## config.mk

```make
export PLATFORM = sky130hd
export DESIGN_NAME = evt_edge_stretch
export DESIGN_NICKNAME = d
export VERILOG_FILES = /design/src/rtl/evt_cond_pkg.sv /design/src/rtl/evt_edge_det.sv /design/src/rtl/evt_stretch.sv /design/src/rtl/evt_out_stage.sv /design/src/rtl/evt_edge_stretch.sv
export SDC_FILE = /design/constraint.sdc
export NUM_CORES = 1
export LEC_CHECK = 0
export ABC_AREA = 1
export BUFFER_PORTS_ARGS = -buffer_cell sky130_fd_sc_hd__buf_2
export CAP_MARGIN = 20
export CORE_AREA = 2 2 39 41
export DETAILED_ROUTE_END_ITERATION = 7
export DIE_AREA = 0 0 41 43
export GPL_ROUTABILITY_DRIVEN = 1
export PLACE_DENSITY_LB_ADDON = 0.08
export SYNTH_ARGS = -nofsm -noshare
export SYNTH_HDL_FRONTEND = slang
export SYNTH_SLANG_ARGS = --single-unit
```

## constraint.sdc

```tcl
create_clock -name clk_i -period 1.6 [get_ports clk_i]
set_input_delay 0.32 -clock clk_i [delete_from_list [all_inputs] [get_ports clk_i]]
set_output_delay 0.32 -clock clk_i [all_outputs]
set_load 0.01 [all_outputs]
```

## src/rtl/evt_cond_pkg.sv

```systemverilog
package evt_cond_pkg;
  typedef enum logic [1:0] {
    EDGE_OFF  = 2'b00,
    EDGE_RISE = 2'b01,
    EDGE_FALL = 2'b10,
    EDGE_BOTH = 2'b11
  } edge_sel_e;
endpackage

```

## src/rtl/evt_edge_det.sv

```systemverilog
module evt_edge_det
  import evt_cond_pkg::*;
(
  input  logic      clk_i,
  input  logic      rst_ni,
  input  logic      sig_i,
  input  edge_sel_e sel_i,
  output logic      hit_o
);
  logic prev_q;
  logic rise, fall;

  always_ff @(posedge clk_i or negedge rst_ni) begin
    if (!rst_ni) prev_q <= 1'b0;
    else         prev_q <= sig_i;
  end

  assign rise = sig_i & ~prev_q;
  assign fall = ~sig_i & prev_q;

  always_comb begin
    unique case (sel_i)
      EDGE_RISE: hit_o = rise;
      EDGE_FALL: hit_o = fall;
      EDGE_BOTH: hit_o = rise | fall;
      default:   hit_o = 1'b0;
    endcase
  end
endmodule

```

## src/rtl/evt_stretch.sv

```systemverilog
module evt_stretch #(
  parameter int unsigned N_DOM = 3
) (
  input  logic             clk_i,
  input  logic             rst_ni,
  input  logic             run_i,
  input  logic             trig_i,
  input  logic [N_DOM-1:0] dom_en_i,
  input  logic [N_DOM-1:0] dom_stb_i,
  output logic             hold_o
);
  logic             busy_q, busy_d;
  logic [N_DOM-1:0] seen_q, seen_upd, covered;
  logic             complete;

  for (genvar d = 0; d < N_DOM; d++) begin : g_dom
    assign seen_upd[d] = seen_q[d] | (dom_stb_i[d] & dom_en_i[d]);
    assign covered[d]  = seen_upd[d] | ~dom_en_i[d];

    always_ff @(posedge clk_i or negedge rst_ni) begin
      if (!rst_ni)              seen_q[d] <= 1'b0;
      else if (!run_i || trig_i) seen_q[d] <= 1'b0;  // restart on new edge
      else if (busy_q)          seen_q[d] <= seen_upd[d];
      else                      seen_q[d] <= 1'b0;
    end
  end

  assign complete = &covered;

  always_comb begin
    if (!run_i)      busy_d = 1'b0;
    else if (trig_i) busy_d = 1'b1;
    else             busy_d = busy_q & ~complete;
  end

  always_ff @(posedge clk_i or negedge rst_ni) begin
    if (!rst_ni) busy_q <= 1'b0;
    else         busy_q <= busy_d;
  end

  assign hold_o = busy_q;
endmodule

```

## src/rtl/evt_out_stage.sv

```systemverilog
module evt_out_stage (
  input  logic clk_i,
  input  logic rst_ni,
  input  logic async_i,
  input  logic edge_mode_i,
  input  logic stretch_mode_i,
  input  logic sig_i,
  input  logic hit_i,
  input  logic hold_i,
  output logic evt_o
);
  logic out_q;

  always_ff @(posedge clk_i or negedge rst_ni) begin
    if (!rst_ni) out_q <= 1'b0;
    else         out_q <= edge_mode_i ? hit_i : sig_i;
  end

  always_comb begin
    if (async_i)             evt_o = sig_i;
    else if (stretch_mode_i) evt_o = hold_i;
    else                     evt_o = out_q;
  end
endmodule

```

## src/rtl/evt_edge_stretch.sv

```systemverilog
module evt_edge_stretch
  import evt_cond_pkg::*;
#(
  parameter int unsigned N_DOM = 3
) (
  input  logic             clk_i,
  input  logic             rst_ni,
  input  logic             sig_i,
  input  logic [1:0]       edge_sel_i,
  input  logic             async_i,
  input  logic             stretch_en_i,
  input  logic [N_DOM-1:0] dom_en_i,
  input  logic [N_DOM-1:0] dom_stb_i,
  output logic             evt_o
);
  edge_sel_e sel;
  logic      hit, edge_mode, run, hold;

  assign sel       = edge_sel_e'(edge_sel_i);
  assign edge_mode = (sel != EDGE_OFF);
  assign run       = ~async_i & edge_mode & stretch_en_i;

  evt_edge_det u_det (
    .clk_i  (clk_i),
    .rst_ni (rst_ni),
    .sig_i  (sig_i),
    .sel_i  (sel),
    .hit_o  (hit)
  );

  evt_stretch #(.N_DOM(N_DOM)) u_str (
    .clk_i     (clk_i),
    .rst_ni    (rst_ni),
    .run_i     (run),
    .trig_i    (run & hit),
    .dom_en_i  (dom_en_i),
    .dom_stb_i (dom_stb_i),
    .hold_o    (hold)
  );

  evt_out_stage u_out (
    .clk_i          (clk_i),
    .rst_ni         (rst_ni),
    .async_i        (async_i),
    .edge_mode_i    (edge_mode),
    .stretch_mode_i (edge_mode & stretch_en_i),
    .sig_i          (sig_i),
    .hit_i          (hit),
    .hold_i         (hold),
    .evt_o          (evt_o)
  );
endmodule

```

## Word-level counts from Yosys, hierarchy flattened

Index checks and enable logic that the tools add are counted.

| storage, ports and cells | value |
|---|---|
| register bits | 6 |
| input bits | 13 |
| output and inout bits | 1 |
| logic and storage cells | 49 |

| operators by class | value |
|---|---|
| equality and inequality tests | 3 |
| multiplexer cells | 12 |
| bitwise logic cells | 24 |
| reductions and logical operators | 4 |

Operators by type and width:

| kind | number |
|---|---|
| $mux W1 | 11 |
| $and A1 B1 Y1 | 10 |
| $not A1 Y1 | 7 |
| $or A1 B1 Y1 | 7 |
| $eq A2 B2 Y1 const B | 2 |
| $pmux W1 S3 | 1 |
| $reduce_and A3 Y1 | 1 |
| $eq A2 B1 Y1 const B | 1 |
| $reduce_bool A2 Y1 | 1 |
| $logic_not A1 Y1 | 1 |
| $logic_or A1 B1 Y1 | 1 |

## Depth between registers and ports, before layout

| depth | value |
|---|---|
| word-level depth | 8 |
| gate-level depth with buffers | 7 |

## Cells and area by module

Synthesis repeated with hierarchy kept, for this count alone.

| second synthesis, totals | value |
|---|---|
| cell total of the unflattened synthesis | 60 |
| area, all modules | 406.6 µm² |

Modules (own cells, without submodules):

| module | times used | cells an instance | area each (µm²) |
|---|---|---|---|
| evt_stretch | 1 | 24 | 192.7 |
| evt_edge_det | 1 | 12 | 88.8 |
| evt_out_stage | 1 | 13 | 72.6 |
| evt_edge_stretch | 1 | 11 | 52.6 |

## Least setup slack after synthesis

Ideal clock, no wire load.

| path | value |
|---|---|
| kind | flip-flop to flip-flop |
| start | reg u_det.prev_q |
| end | reg u_out.out_q |
| arrival time | 1.016 ns |
| path slack | 0.459 ns |
| stages on the path, launching flop included | 6 |
| clock period less this slack | 1.141 ns |
| path through | dfrtp_1 -> ha_1 -> inv_1 -> nand3_1 -> nand3_2 -> or2_1 |

| on the way | value |
|---|---|
| longest elaborated chain between the ends | 5 |
| elaborated cells between the ends (all ways) | 6 |
| those cells by class | mux (2); bitwise (4) |

RTL lines:

| what | RTL line | source |
|---|---|---|
| from (decl) | evt_edge_det.sv:10 | `logic prev_q;` |
| from (signal assigned) | evt_edge_det.sv:15 | `else prev_q <= sig_i;` |
| $not A1 Y1 | evt_edge_det.sv:18 | `assign rise = sig_i & ~prev_q;` |
| $and A1 B1 Y1 | evt_edge_det.sv:18 |  |
| $or A1 B1 Y1 | evt_edge_det.sv:25 | `EDGE_BOTH: hit_o = rise \| fall;` |
| $pmux W1 S3 * | evt_edge_det.sv:22 | `unique case (sel_i)` |
| $mux W1 * | evt_out_stage.sv:16 | `else out_q <= edge_mode_i ? hit_i : sig_i;` |
| to (signal assigned) | evt_out_stage.sv:16 |  |
| to (decl) | evt_out_stage.sv:12 | `logic out_q;` |

Mark *: on every way between the ends. The rest lies on a longest branch, timed or not.

## Final worst setup path

| path | value |
|---|---|
| start | in edge_sel_i[0] |
| end | out evt_o |

| on the way | value |
|---|---|
| longest elaborated chain between the ends | 4 |

RTL lines:

| what | RTL line | source |
|---|---|---|
| from (decl) | evt_edge_stretch.sv:9 | `input logic [1:0] edge_sel_i,` |
| $reduce_bool A2 Y1 | evt_edge_stretch.sv:20 | `assign edge_mode = (sel != EDGE_OFF);` |
| $and A1 B1 Y1 | evt_edge_stretch.sv:46 | `.stretch_mode_i (edge_mode & stretch_en_i),` |
| $mux W1 | evt_out_stage.sv:21 | `else if (stretch_mode_i) evt_o = hold_i;` |
| $mux W1 | evt_out_stage.sv:20 | `if (async_i) evt_o = sig_i;` |
| to (decl) | evt_edge_stretch.sv:14 | `output logic evt_o` |

No other way between the ends.

==> impl_metrics.ini <==
[synth]
syn_nets = 69
synth.ff_latch_count = 6
syn-cell-area_um2 = 388
synth_warnings = 0
syn-mean-instance-area_um2 = 7.18
yosys-top-cells-area = dfrtp_1 (39%), nand2_1 (15%), nand3_1 (12%), inv_1 (12%), ha_1 (6.5%)
syn_inst = 54
yosysSeqAreaShare_pct = 38.7
yosysTopAreaCell = dfrtp_1
synth_top_area_share_pct = 38.7
synth.distinct_cells = 12

[floorplan]
die-width_um = 41
io_pins = 14
row_count = 14
die_h_um = 43
design.die.area_mm2 = 0.00176
core_area_mm2 = 0.00138
start_util_pct = 28.0

[cells_and_area]
nNetsFinal = 88
insertedDiodeCount = 0
syn2layout_area_growth_pct = 30.3
layout-drive-gt1-share_pct = 28.2
design_area_um2 = 505

[flow_run]
cap_violations = 0

[cts]
clockRootBuffer = clkbuf_4
numCtsBuffers = 3
clock_sinks = 6
cts_buffer_depth = 2
htree_levels = 1
cts_setup_buffers = 0
path_clk_slew_ns = 0.05
tritoncts = done
clkLatencyLatePin_ns = 0.25

[grt]
grt_pass1_wl_mm = 1.31
grtUsageMet2_pct = 14.7
track_usage_pct = 11.9
grt_max_degree = 7
grt_use_met1_pct = 15.3
top_usage_layer = met1
use_met3_pct = 3.14
grt.overflow.total = 0
antenna_found_initial = 0
grt_pass1_vias = 325

[timing]
period_share_pct = 80.8
hold_ws_ns = 0.228
clock_skew_ns = 0.0000517
tightest_slew_ns = 0.171
rsz0062_at_grt = false
setup_tns_ns = 0
finalCriticalPeriod_ns = 1.29
maxSlewHeadroom_pct = 88.5
finalMaxSlewViolations = 0
fmax_ghz = 0.773
setup_slack_ns = 0.307
hold_viol = 0
setup_viol = 0

[route]
detail_route.iter0.violations = 4
drt_wl_total_um = 779
post_drt_wl_per_cell_um = 8.95
avgViaCountPerCell = 4.24
ant_nets = 0
drcViolationCount = 0
first_pass_iters = 2
vias = 369

[setup_path]
startpoint_type = input pin
slowest_delay_ns = 0.14
crit_slowest_cell = buf_2
critPathMaxFanout = 5
worstPathRequired_ns = 1.28
crit_buf_inv = 4
endpoint_kind = output pin
crit_family = buffers and inverters
arrival_ns = 0.97
crit_chain = buf_2 > inv_1 > nand2_2 > nand3_4 > inv_1 > nand2_1 > nand3_1 > buf_2
path_class = input pin to output pin

[outcome]
status = finished clean

[placement]
port_buffers = 13
place_ws_ns = 0.214
hpwlAfterDp_um = 638
placedInstanceArea_um2 = 473
gp_congestion = 0.733

[worst_hold_path]
hold_path.class = input pin to flop

[power]
vdd_drop_max_mv = 0.383
power_per_cell_area_mw_per_mm2 = 735
p_leak_nw = 0.297
metrics by stage:
stage	util (%)	std cells	total power, W
global route	36.5	87	0.000397
global placement	34.2	83	0.000226
finish	36.5	87	0.000372
detailed placement	34.2	83	0.000226
CTS	36.5	87	0.000377
floorplan	-	54	0.000195
what timing repair did:
item                      4_1_cts  5_1_grt
hold buffers                    1        0
gates resized for setup         0        0
hold endpoints to repair        6        0
cells in the mapped netlist:
cell type	n
dfrtp_1	6
ha_1	2
inv_1	12
inv_2	1
nand2_1	15
nand2_2	1
nand3_1	9
nand3_2	1
nand3_4	1
nor2_1	2
nor3_1	3
or2_1	1
sequential cells by signal, indices dropped and copies added (netlist names):
signal and cells:
u_str.hold_o 1, u_det.prev_q 1, u_out.out_q 1, u_str.seen_q 3
logic make-up after synthesis:
| group | count (synthesis) | share of synthesized area (%) |
|---|---|---|
| fa+ha+maj | 2 | 6.45 |
| buf+inv | 13 | 12.6 |
| flops | 6 | 38.7 |
| simple gates | 33 | 42.3 |
power by group:
group / total, W / switching [W] / internal (W)
combinational: 0.0000646 / 0.0000360 / 0.0000286
clock: 0.000147 / 0.0000621 / 0.0000854
sequential: 0.000160 / 0.00000254 / 0.000157
total: 0.000372 / 0.000101 / 0.000271
layer usage:
metal  routed length, um  part of all wire (%)
met3                  39                   5.0
met5                   0                     0
met1                 393                    50
met4                  31                   4.0
met2                 315                    40
path summary, 6_finish.rpt:
check,cells past startpoint,start,slack [ns],endpoint
max,8,edge_sel_i[0],0.31,evt_o
min,1,sig_i,0.23,u_det.prev_q
max reg2reg,5,u_det.prev_q,0.35,u_out.out_q
min reg2reg,2,u_str.hold_o,0.58,u_str.seen_q[2]
max in group asynchronous,2,rst_ni,1.03,u_det.prev_q
min in group asynchronous,2,rst_ni,0.43,u_str.seen_q[0]
final cells by class:
| cell class | count | area (um^2) |
|---|---|---|
| tap | 16 | 20.0 |
| clock buffer | 3 | 22.5 |
| multi-input combinational | 35 | 189 |
| timing repair buffer | 14 | 75.1 |
| inverter | 13 | 48.8 |
| sequential | 6 | 150 |
| fill | 156 | 878 |
cells in the final DEF (no fill, tap or decap), drive strengths merged:
cell type     n
buf          13
clkbuf        3
dfrtp         6
dlygate4sd3   1
ha            2
inv          13
nand2        16
nand3        11
nor2          2
nor3          3
or2           1
No activity file was read; power rests on OpenSTA's default activity.
